===== src/rtl/recrx_pkg.sv =====
package recrx_pkg;

    localparam int ADDR_W = 16;
    localparam int BYTE_W = 8;

    localparam logic [BYTE_W-1:0] MARK_OPEN  = 8'h3D;
    localparam logic [BYTE_W-1:0] MARK_CLOSE = 8'h0D;
    localparam logic [BYTE_W-1:0] ESC_LEAD   = 8'h5B;
    localparam logic [BYTE_W-1:0] ESC_ZERO   = 8'h41;
    localparam logic [BYTE_W-1:0] ESC_ONES   = 8'h42;
    localparam logic [BYTE_W-1:0] WHITEN     = 8'h40;

    localparam logic [BYTE_W-1:0] RT_DATA    = 8'h00;
    localparam logic [BYTE_W-1:0] RT_END     = 8'h01;
    localparam logic [BYTE_W-1:0] RT_MISSING = 8'h99;

    typedef enum logic [2:0] {
        PS_IDLE,
        PS_COUNT,
        PS_ADDR_HI,
        PS_ADDR_LO,
        PS_TYPE,
        PS_DATA,
        PS_CSUM,
        PS_TAIL
    } pstate_e;

    // One decoded link event per accepted byte
    typedef struct packed {
        logic              open;
        logic              body;
        logic              close;
        logic              bad_esc;
        logic [BYTE_W-1:0] value;
    } link_ev_t;

    typedef struct packed {
        logic              valid;
        logic [ADDR_W-1:0] addr;
        logic [BYTE_W-1:0] data;
    } mem_wr_t;

    // {legal, resolved} for the byte following an escape lead
    function automatic logic [BYTE_W:0] resolve_pair(input logic [BYTE_W-1:0] code);
        logic [BYTE_W:0] r;
        case (code)
            ESC_ZERO: r = {1'b1, 8'h00};
            ESC_ONES: r = {1'b1, 8'hFF};
            ESC_LEAD: r = {1'b1, ESC_LEAD};
            default:  r = {1'b0, 8'h00};
        endcase
        return r;
    endfunction

endpackage


===== src/rtl/rec_unescape.sv =====
module rec_unescape
    import recrx_pkg::*;
(
    input  logic              clk,
    input  logic              rst,
    input  logic              take,
    input  logic [BYTE_W-1:0] byte_in,
    input  logic              in_rec,
    output link_ev_t          ev
);

    logic              esc_pend;
    logic [BYTE_W:0]   pair;
    logic              pair_ok;
    logic [BYTE_W-1:0] raw_val;

    assign pair    = resolve_pair(byte_in);
    assign pair_ok = pair[BYTE_W];
    assign raw_val = esc_pend ? pair[BYTE_W-1:0] : byte_in;

    always_comb begin
        ev.open    = take && !in_rec && (byte_in == MARK_OPEN);
        ev.close   = take && in_rec && !esc_pend && (byte_in == MARK_CLOSE);
        ev.bad_esc = take && in_rec && esc_pend && !pair_ok;
        ev.body    = take && in_rec &&
                     ((esc_pend && pair_ok) ||
                      (!esc_pend && byte_in != ESC_LEAD && byte_in != MARK_CLOSE));
        ev.value   = raw_val ^ WHITEN;
    end

    always_ff @(posedge clk) begin
        if (rst) begin
            esc_pend <= 1'b0;
        end else if (!in_rec) begin
            esc_pend <= 1'b0;
        end else if (take) begin
            if (esc_pend)
                esc_pend <= 1'b0;
            else if (byte_in == ESC_LEAD)
                esc_pend <= 1'b1;
        end
    end

    // at most one link event per accepted byte
    a_r2_single_event: assert property (@(posedge clk) disable iff (rst)
        $onehot0({ev.open, ev.body, ev.close, ev.bad_esc}));

    // nothing but an opening marker is produced outside a record
    a_r1_idle_quiet: assert property (@(posedge clk) disable iff (rst)
        !in_rec |-> !(ev.body || ev.close || ev.bad_esc));

endmodule


===== src/rtl/rec_parser.sv =====
module rec_parser
    import recrx_pkg::*;
(
    input  logic     clk,
    input  logic     rst,
    input  link_ev_t ev,
    output logic     in_rec,
    output mem_wr_t  wr,
    output logic     done,
    output logic     cksum_bad,
    output logic     eof,
    output logic     missing,
    output logic     proto_err
);

    pstate_e           st;
    logic [BYTE_W-1:0] remain;
    logic [ADDR_W-1:0] addr;
    logic [BYTE_W-1:0] rtype;
    logic [BYTE_W-1:0] sum;
    logic [BYTE_W-1:0] sum_next;
    logic              sum_zero;

    assign in_rec   = (st != PS_IDLE);
    assign sum_next = sum + ev.value;
    assign sum_zero = (sum == '0);

    always_ff @(posedge clk) begin
        if (rst) begin
            st        <= PS_IDLE;
            remain    <= '0;
            addr      <= '0;
            rtype     <= '0;
            sum       <= '0;
            wr        <= '0;
            done      <= 1'b0;
            cksum_bad <= 1'b0;
            eof       <= 1'b0;
            missing   <= 1'b0;
            proto_err <= 1'b0;
        end else begin
            wr.valid  <= 1'b0;
            done      <= 1'b0;
            cksum_bad <= 1'b0;
            eof       <= 1'b0;
            missing   <= 1'b0;
            proto_err <= 1'b0;
            if (ev.open) begin
                st  <= PS_COUNT;
                sum <= '0;
            end else if (ev.bad_esc) begin
                st        <= PS_IDLE;
                proto_err <= 1'b1;
            end else if (ev.close) begin
                st <= PS_IDLE;
                if (st == PS_TAIL) begin
                    done      <= 1'b1;
                    cksum_bad <= !sum_zero;
                    eof       <= sum_zero && (rtype == RT_END);
                    missing   <= sum_zero && (rtype == RT_MISSING);
                end else begin
                    proto_err <= 1'b1;
                end
            end else if (ev.body) begin
                sum <= sum_next;
                case (st)
                    PS_COUNT: begin
                        remain <= ev.value;
                        st     <= PS_ADDR_HI;
                    end
                    PS_ADDR_HI: begin
                        addr[ADDR_W-1:BYTE_W] <= ev.value;
                        st                    <= PS_ADDR_LO;
                    end
                    PS_ADDR_LO: begin
                        addr[BYTE_W-1:0] <= ev.value;
                        st               <= PS_TYPE;
                    end
                    PS_TYPE: begin
                        rtype <= ev.value;
                        st    <= (remain == '0) ? PS_CSUM : PS_DATA;
                    end
                    PS_DATA: begin
                        wr.valid <= (rtype == RT_DATA);
                        wr.addr  <= addr;
                        wr.data  <= ev.value;
                        addr     <= addr + 1'b1;
                        remain   <= remain - 1'b1;
                        if (remain == 8'd1)
                            st <= PS_CSUM;
                    end
                    PS_CSUM: st <= PS_TAIL;
                    PS_TAIL: begin
                        st        <= PS_IDLE;
                        proto_err <= 1'b1;
                    end
                    default: st <= PS_IDLE;
                endcase
            end
        end
    end

    a_r5_write_only_data: assert property (@(posedge clk) disable iff (rst)
        wr.valid |-> (rtype == RT_DATA));

    a_r4_addr_step: assert property (@(posedge clk) disable iff (rst)
        (wr.valid && $past(wr.valid)) |-> (wr.addr == $past(wr.addr) + 1'b1));

    a_r6_done_not_err: assert property (@(posedge clk) disable iff (rst)
        !(done && proto_err));

    a_r7_eof_clean: assert property (@(posedge clk) disable iff (rst)
        eof |-> (done && !cksum_bad));

    a_r8_missing_clean: assert property (@(posedge clk) disable iff (rst)
        missing |-> (done && !cksum_bad));

    a_r9_err_to_idle: assert property (@(posedge clk) disable iff (rst)
        proto_err |-> !in_rec);

endmodule


===== src/rtl/rec_progress.sv =====
module rec_progress
    import recrx_pkg::*;
#(
    parameter int EVERY = 128
) (
    input  logic              clk,
    input  logic              rst,
    input  logic              wr_fire,
    input  logic [ADDR_W-1:0] wr_addr,
    output logic              prog,
    output logic [ADDR_W-1:0] prog_addr
);

    localparam int CW = (EVERY > 1) ? $clog2(EVERY) : 1;
    localparam logic [CW-1:0] LAST = CW'(EVERY - 1);

    logic [CW-1:0] cnt;

    always_ff @(posedge clk) begin
        if (rst) begin
            cnt       <= '0;
            prog      <= 1'b0;
            prog_addr <= '0;
        end else begin
            prog <= 1'b0;
            if (wr_fire) begin
                if (cnt == LAST) begin
                    cnt       <= '0;
                    prog      <= 1'b1;
                    prog_addr <= wr_addr;
                end else begin
                    cnt <= cnt + 1'b1;
                end
            end
        end
    end

    a_r11_prog_follows_write: assert property (@(posedge clk) disable iff (rst)
        prog |-> ($past(wr_fire) && prog_addr == $past(wr_addr)));

endmodule


===== src/rtl/rec_stream_rx.sv =====
module rec_stream_rx
    import recrx_pkg::*;
#(
    parameter int PROGRESS_EVERY = 128
) (
    input  logic              clk,
    input  logic              rst,
    input  logic              in_valid,
    output logic              in_ready,
    input  logic [BYTE_W-1:0] in_data,
    output logic              wr_valid,
    output logic [ADDR_W-1:0] wr_addr,
    output logic [BYTE_W-1:0] wr_data,
    output logic              rec_done,
    output logic              rec_cksum_bad,
    output logic              rec_eof,
    output logic              rec_missing,
    output logic              rec_proto_err,
    output logic              prog_valid,
    output logic [ADDR_W-1:0] prog_addr
);

    logic     rdy_q;
    logic     take;
    logic     in_rec;
    link_ev_t ev;
    mem_wr_t  wr;

    always_ff @(posedge clk) begin
        if (rst) rdy_q <= 1'b0;
        else     rdy_q <= 1'b1;
    end

    assign in_ready = rdy_q;
    assign take     = in_valid && rdy_q;

    rec_unescape u_unesc (
        .clk     (clk),
        .rst     (rst),
        .take    (take),
        .byte_in (in_data),
        .in_rec  (in_rec),
        .ev      (ev)
    );

    rec_parser u_parse (
        .clk       (clk),
        .rst       (rst),
        .ev        (ev),
        .in_rec    (in_rec),
        .wr        (wr),
        .done      (rec_done),
        .cksum_bad (rec_cksum_bad),
        .eof       (rec_eof),
        .missing   (rec_missing),
        .proto_err (rec_proto_err)
    );

    rec_progress #(.EVERY(PROGRESS_EVERY)) u_prog (
        .clk       (clk),
        .rst       (rst),
        .wr_fire   (wr.valid),
        .wr_addr   (wr.addr),
        .prog      (prog_valid),
        .prog_addr (prog_addr)
    );

    assign wr_valid = wr.valid;
    assign wr_addr  = wr.addr;
    assign wr_data  = wr.data;

    a_r12_ready_held: assert property (@(posedge clk) disable iff (rst)
        in_ready |=> in_ready);

    a_r6_bad_only_with_done: assert property (@(posedge clk) disable iff (rst)
        rec_cksum_bad |-> rec_done);

endmodule


===== config.mk =====
export PLATFORM = sky130hd
export DESIGN_NAME = rec_stream_rx
export DESIGN_NICKNAME = d
export VERILOG_FILES = /design/src/rtl/recrx_pkg.sv /design/src/rtl/rec_unescape.sv /design/src/rtl/rec_parser.sv /design/src/rtl/rec_progress.sv /design/src/rtl/rec_stream_rx.sv
export SDC_FILE = /design/constraint.sdc
export NUM_CORES = 1
export LEC_CHECK = 0
export CAP_MARGIN = 15
export CORE_UTILIZATION = 45
export DETAILED_ROUTE_END_ITERATION = 12
export GPL_ROUTABILITY_DRIVEN = 0
export HOLD_SLACK_MARGIN = 0.12
export PLACE_DENSITY_LB_ADDON = 0.1
export REMOVE_ABC_BUFFERS = 1
export SLEW_MARGIN = 15
export SYNTH_ARGS = -nofsm -noshare
export SYNTH_HDL_FRONTEND = slang
export SYNTH_HIERARCHICAL = 1
export SYNTH_SLANG_ARGS = --single-unit

===== constraint.sdc =====
create_clock -name clk -period 3.58 [get_ports clk]
set_input_delay 0.716 -clock clk [delete_from_list [all_inputs] [get_ports clk]]
set_output_delay 0.716 -clock clk [all_outputs]
set_load 0.02 [all_outputs]

Yosys cells after proc, flatten, opt, wreduce, memory -nomap -nowiden. Index checks and enable logic that the tools add are counted.

Output and inout port bits: 48. Input bits: 11. Word-level logic and storage cells: 118. Register bits: 99.

Add/subtract/negate cells: 4. Mux-type cells: 22. Reductions and logical operators: 43. Bitwise operators: 9. Equality and inequality tests: 20.

Operator list (count): $pmux 8 s2 (3); $pmux 9 s3 (1); $reduce_and 5->1 (5); $eq 8x7->1 const B (3); $logic_not 8->1 (3); $pmux 3 s6 (1); $add 16x1->16 const B (1); $eq 8x1->1 const B (2); $logic_and 1x1->1 (14); $mux 1 (13); $eq 3x3->1 const B (4); $not 1->1 (9); $add 8x8->8 (1); $eq 8x4->1 const B (1); $eq 8x6->1 const B (1); $eq 8x8->1 const B (1); $mux 8 (1); $ne 8x4->1 const B (1); $ne 8x7->1 const B (1); $reduce_or 4->1 (2); $sub 8x1->8 const B (1); $add 7x1->7 const B (1); $eq 7x7->1 const B (1); $mux 7 (1); other kinds (16) (26).

Logic depth before layout (Yosys ltp). Gate-level depths: netlist of the first run.

Word-level depth: 9. Mapped depth: 12.

Hierarchy. The synthesis of the first run kept the hierarchy.

Modules (own cells, without submodules): rec_parser (area an instance 3637.2 µm², cells an instance 454, times used 1); rec_progress (area an instance 1083.5 µm², cells an instance 104, times used 1); rec_unescape (area an instance 285.3 µm², cells an instance 42, times used 1); rec_stream_rx (area an instance 30.0 µm², cells an instance 3, times used 1).

Least setup slack after synthesis of the first run. Ideal clock, no wire load.

Path type: input to register. Start point: input in_data[2]. End point: register u_parse.sum[7]. Buffers on the path: 0. Setup slack: 247 ps. Arrival: 3199 ps. Stages on the path: 9. Library setup time: 134 ps. Cell sequence: nor4b_2 -> o2111ai_1 -> o21ai_0 -> ha_1 -> a211oi_1 -> o21ai_0 -> or3_1 -> o211a_1 -> or4_1.

RTL lines: start, declared (RTL line rec_stream_rx.sv:10) `input logic [BYTE_W-1:0] in_data,`; end signal, assigned (RTL line rec_parser.sv:65) `sum <= sum_next;`; end, declared (RTL line rec_parser.sv:20) `logic [BYTE_W-1:0] sum;`.

==> out/qor.csv, run 1 <==
metric;value;unit
pre_cts_ws;-0.214;ns
synth_warnings;6;
grt_overflow;0;
place_area;5970;um2
arrival;3.63;ns
grt_busiest_layer;met2;
grt_util_met2;0.369;
start_kind;input port;
path_max_fanout;5;
finClkSkew;0.0130;ns
critPathTopFamily;compound AO/OA/AOI/OAI gates;
n_antenna_cell;0;
final_nets;707;
drv_slew;0;
cp.required;3.83;ns
drtIter0Drc;377;
core_area;10900;um2
synth.area.top_cells;dfxtp_1 (39%), nand2_1 (6.1%), a21oi_1 (5.7%);
power_frac_seq;0.548;
max_freq;0.296;GHz
yosysTopAreaCellShare;0.394;
fill_cells;1040;
synth.distinct_cells;75;
die_h;108;um
grt_pass1_wl;20400;um
grt.total_usage;0.224;
maxCapViolations;0;
fin_crit_sh;0.943;
io_buffers;58;
die_w;108;um
fin_area;6200;um2
rsz0062_at_grt;no;
clk_pin_slew;0.10;ns
p_leak;2.28;nW
critical_path_class;in -> reg;
powerDensity;324;nW/um2
synth_top_cell_by_area;dfxtp_1;
grt_max_degree;99;
grt_pass1_vias;4252;
synth.avg_cell_area;8.35;um2
clockPowerShare;0.399;
dieArea;11600;um2
hold_violations;0;
crit_buf_inv;1;
status;finished clean;
routed_via_density;5.58;
drc;0;
start_util;0.463;
ios;59;
ant_nets;0;
dr.pass1.iters;5;
ir_drop;179;uV
relSlewSlack;0.353;
vias;4622;
grt_use_met3;0.0460;
antenna_found_initial;0;
synth_flop_cell;dfxtp_1;
crit_path_max_incr_delay;0.50;ns
synth_edf_count;0;
cp_common_cell;o21ai_0;
async_flop_share;0;
cts_made_buffers;9;
tritoncts;built;
row_count;38;
crit_slowest_cell;or4_1;
timing.final.crit_period;3.38;ns
cts_sinks;99;
syn-instance-count;603;
setup_tns;0;ns
dpl.hpwl;8760;um
synth_seq_area_share;0.394;
grtUsageMet1;0.284;
htreeDepth;3;
finalWorstSetupSlack;0.204;ns
drt_wl_total;12400;um
tightestPinTransition;0.960;ns
synth_area;5040;um2
cts_max_path_buffers;2;
intPower;1.55;mW
comb_power_share;0.053;
swShare;0.232;
syn_to_final_growth;23.1;%
cp_cell_sequence;clkdlybuf4s50_1, and3_1, o2111ai_1, o21ai_0, ha_1, a211oi_1, o21ai_0, or3_1, o211a_1, or4_1;
hp-class;reg -> reg;
post_cts_buffers;0;
setup_violations;0;
synth_seq_cells;99;
switchingPower;0.466;mW
clkLatencyLatePin;0.37;ns
cts-root-buf;clkbuf_8;
wl_per_cell;14.9;um
cp-end-kind;flip-flop;
drive_gt1_frac;0.121;
-- worst reg2reg max path, cell delays in order, from the launching register on --
cell and delay (ns):
dfxtp_1 0.43, or3_1 0.47, nand2_1 0.13, buf_4 0.11
nor3_2 0.03, buf_4 0.15, or4b_1 0.57, buf_4 0.20
a21oi_4 0.18, buf_4 0.19, a21oi_2 0.06, a2111oi_2 0.34
-- placed cells by master (no fill, tap or decap), types with 16 or more instances in the layout --
master	instances
nor2_1	45
buf_4	44
mux2i_1	26
clkdlybuf4s50_1	57
inv_1	16
o21ai_0	35
nand2b_1	33
nand2_1	82
dfxtp_1	99
a21oi_1	57
nand3_1	19
-- kinds of logic after synthesis --
kind of cell / Yosys count / share of synthesized area
xor gates and xnor gates: 13 / 0.0226
DFF: 99 / 0.394
adders and majority gates: 13 / 0.0338
and+or+nand+nor: 259 / 0.276
AOI/OAI and AO/OA: 142 / 0.175
muxes: 27 / 0.0539
buffers and inverters: 50 / 0.0452
-- routing by layer --
| metal | vias to the layer above | share of wire |
|---|---|---|
| li1 | 2304 | - |
| met5 | - | 0 |
| met4 | 0 | 0.022 |
| met2 | 127 | 0.47 |
| met3 | 17 | 0.045 |
| met1 | 2174 | 0.46 |
-- final timing paths --
kind | startpoint | to | slack, ns | depth (start not counted)
worst max-delay path | in_data[0] | u_parse/sum[7] | 0.20 | 10
worst min-delay path | u_parse/wr[3] | u_parse/wr[3] | 0.47 | 2
worst max register to register | u_parse/st[2] | u_parse/addr[13] | 0.60 | 11
worst min register to register | u_parse/wr[3] | u_parse/wr[3] | 0.47 | 2
-- flip-flops by register name (all words and copies together) (netlist names) --
register           cells
in_ready               1
u_parse/addr          16
u_parse/cksum_bad      1
u_parse/done           1
u_parse/eof            1
u_parse/missing        1
u_parse/proto_err      1
u_parse/remain         8
u_parse/rtype          8
u_parse/st             3
u_parse/sum            8
u_parse/wr            25
u_prog/cnt             7
u_prog/prog            1
u_prog/prog_addr      16
u_unesc/esc_pend       1
-- area by class of cell --
type	instances	area, um2	share of cell area
repair buffers	103	926	0.149
clock buffers	9	124	0.0200
well taps	140	175	0.0283
multi-input cells	454	2830	0.457
flip-flops and latches	99	1980	0.320
clock inverters	7	100	0.0161
inverters	16	60.1	0.00969
-- power groups by stage --
stage / logic [mW] / clock network (mW) / registers [mW]
4_1_cts: 0.107 / 0.826 / 1.10
3_3_place_gp: 0.106 / 0 / 1.13
2_1_floorplan: 0.0389 / 0 / 1.13
3_5_place_dp: 0.107 / 0 / 1.13
5_1_grt: 0.116 / 0.877 / 1.10
6_report: 0.107 / 0.802 / 1.10
-- cells in the mapped netlist, drive strengths merged (2+ instances only) --
master,instances
nand4b,3
inv,16
a21o,4
xor2,10
nor2,47
a22oi,3
nand4,11
or3,7
a311oi,2
nor3,11
nor4,10
nand2,82
or4,5
nand3b,5
a21oi,59
nor3b,3
nor4b,2
a2bb2oi,2
clkbuf,22
and2,4
or4b,3
buf,12
o31ai,2
a31oi,3
a21boi,4
xnor2,3
mux2i,26
nand2b,33
and3,6
o21ai,38
dfxtp,99
o32ai,3
ha,12
or2,3
a211oi,8
nand3,20
-- through the flow --
stage | hold WS [ns] | cells | total power, mW | utilization
finish | 0.465 | 828 | 2.01 | 0.569
global route | 0.495 | 828 | 2.10 | 0.569
CTS | 0.467 | 828 | 2.03 | 0.569
detailed placement | 0.452 | 812 | 1.23 | 0.548
global placement | 0.449 | 812 | 1.23 | 0.548
floorplan | 0.434 | 569 | 1.17 | -
-- repair_timing --
| item | 4_1_cts | 5_1_grt |
|---|---|---|
| hold buffers | 0 | 0 |
| gates resized for setup | 0 | 1 |
| setup endpoints to repair | 0 | 5 |
Note: power is estimated with default switching activity, not from simulation.
==> run 2: changes to the inputs <==
--- a/config.mk
+++ b/config.mk
@@ -10,7 +10,7 @@
 export DETAILED_ROUTE_END_ITERATION = 12
 export GPL_ROUTABILITY_DRIVEN = 0
 export HOLD_SLACK_MARGIN = 0.12
-export PLACE_DENSITY_LB_ADDON = 0.1
+export PLACE_DENSITY = 0.66
 export REMOVE_ABC_BUFFERS = 1
 export SLEW_MARGIN = 15
 export SYNTH_ARGS = -nofsm -noshare
==> constraint.sdc (replaced) <==
create_clock -name clk -period 3.62 [get_ports clk]
set_input_delay 0.724 -clock clk [delete_from_list [all_inputs] [get_ports clk]]
set_output_delay 0.724 -clock clk [all_outputs]
set_load 0.02 [all_outputs]
==> run 2 against run 1 <==
Sequential power is essentially flat. Hold slack lost 0.0019 ns. Clock-buffer cell count grew 1. Cell count shrank 0.60%. Non-clock buffer count shrank 4. Total power grew 0.87%. Routed wire length grew 0.12%. Highest routed layer unchanged.
==> out/qor.csv, run 2 (synthesized netlist as in run 1, its figures left out) <==
metric;value;unit
path_max_fanout;5;
drive_gt1_frac;0.113;
io_buffers;58;
drtIter0Drc;360;
grt_max_degree;71;
dieArea;11600;um2
die_w;108;um
hold_violations;0;
grt_overflow;0;
cts-root-buf;clkbuf_8;
largest_register_ffs;25;
tritoncts;built;
whs_path_depth;2;
fin_crit_sh;0.931;
clkLatencyLatePin;0.38;ns
cp.required;3.88;ns
wl_per_cell;15.0;um
grt_pass1_vias;4280;
syn_to_final_growth;22.8;%
relSlewSlack;0.296;
post_cts_buffers;0;
maxCapViolations;0;
cp-end-kind;flip-flop;
cp_cell_sequence;clkdlybuf4s50_1, and3_1, o2111ai_1, o21ai_0, ha_1, a211oi_1, o21ai_0, or3_1, o211a_1, or4_1;
drv_slew;0;
powerDensity;328;nW/um2
htreeDepth;3;
layout.cells.non_filler;823;
path_depth;10;
core_area;10900;um2
p_leak;2.27;nW
timing.final.crit_period;3.37;ns
cts_max_path_buffers;2;
rsz0062_at_grt;no;
critPathTopFamily;simple AND/OR/NAND/NOR gates;
max_freq;0.297;GHz
fill_cells;1006;
ios;59;
vias;4609;
start_util;0.463;
setup_violations;0;
ctsHoldBuffers;0;
finalWorstSetupSlack;0.251;ns
dr.pass1.iters;5;
grt.total_usage;0.224;
dpl.hpwl;8800;um
post_cts_resize_count;0;
crit_slowest_cell;or4_1;
cts_made_buffers;9;
drt_wl_total;12400;um
crit_path_max_incr_delay;0.51;ns
arrival;3.63;ns
ant_nets;0;
hp-class;reg -> reg;
fin_hold_ws;0.464;ns
clk_pin_slew;0.09;ns
die_h;108;um
mostFrequentLayoutCell;dfxtp_1;
tightestPinTransition;1.05;ns
row_count;38;
pre_cts_ws;-0.121;ns
antenna_found_initial;0;
cp_common_cell;o21ai_0;
top_regs;u_parse/wr (25), u_parse/addr (16), u_prog/prog_addr (16);
grt_pass1_wl;20300;um
cts_sinks;99;
dp_cells;808;
start_kind;input port;
drc;0;
largest_register;u_parse/wr;
final_nets;703;
ir_drop;197;uV
crit_buf_inv;1;
routed_via_density;5.60;
reg2regPathDepth;7;
n_antenna_cell;0;
finClkSkew;0.00975;ns
final_cell_mix;dfxtp_1 (99), nand2_1 (82), clkdlybuf4s50_1 (57), a21oi_1 (57), nor2_1 (45);
setup_tns;0;ns
status;finished clean;
critical_path_class;in -> reg;
==> run 2: layout make-up <==
type                            count  area, um2  share of cell area
Clock buffer                       10        128              0.0206
Timing Repair Buffer               99        908               0.147
Inverter                           16       60.1             0.00971
Sequential cell                    99       1980               0.321
Clock inverter                      5        103              0.0166
Multi-Input combinational cell    454       2830               0.457
Tap cell                          140        175              0.0283
==> run 2: path summary, 6_finish.rpt <==
| kind | start | end | slack [ns] |
|---|---|---|---|
| setup / recovery | in_data[0] | u_parse/sum[7] | 0.25 |
| hold reg to reg | u_parse/wr[3] | u_parse/wr[3] | 0.46 |
| hold / removal | u_parse/wr[3] | u_parse/wr[3] | 0.46 |
| setup reg to reg | u_parse/st[1] | u_parse/wr[5] | 0.55 |
==> run 2: tightest hold or removal path, cell delays in order, from the launching register on <==
cell and delay [ns]:
dfxtp_1 0.32, nand2_1 0.05, a21oi_1 0.05
==> run 2: routing by layer <==
metal | global-route usage | part of all wire | up-vias
met2 | 0.371 | 0.47 | 117
li1 | - | - | 2287
met4 | 0.120 | 0.026 | 0
met3 | 0.0363 | 0.038 | 26
met5 | 0 | 0 | -
met1 | 0.277 | 0.46 | 2179
==> run 2: report_power, final <==
part           internal, mW  leakage (nW)  switching, mW
sequential             1.09         0.797       0.000408
combinational        0.0453          1.36         0.0614
clock                 0.454         0.112          0.378
==> run 2: per-stage QoR <==
stage | total power, mW | area [um2] | utilization
final | 2.03 | 6180 | 0.568
after detailed placement | 1.22 | 5950 | 0.547
after global placement | 1.22 | 5950 | 0.547
after global routing | 2.10 | 6180 | 0.568
after floorplan | 1.15 | 4870 | -
after CTS | 2.04 | 6180 | 0.568
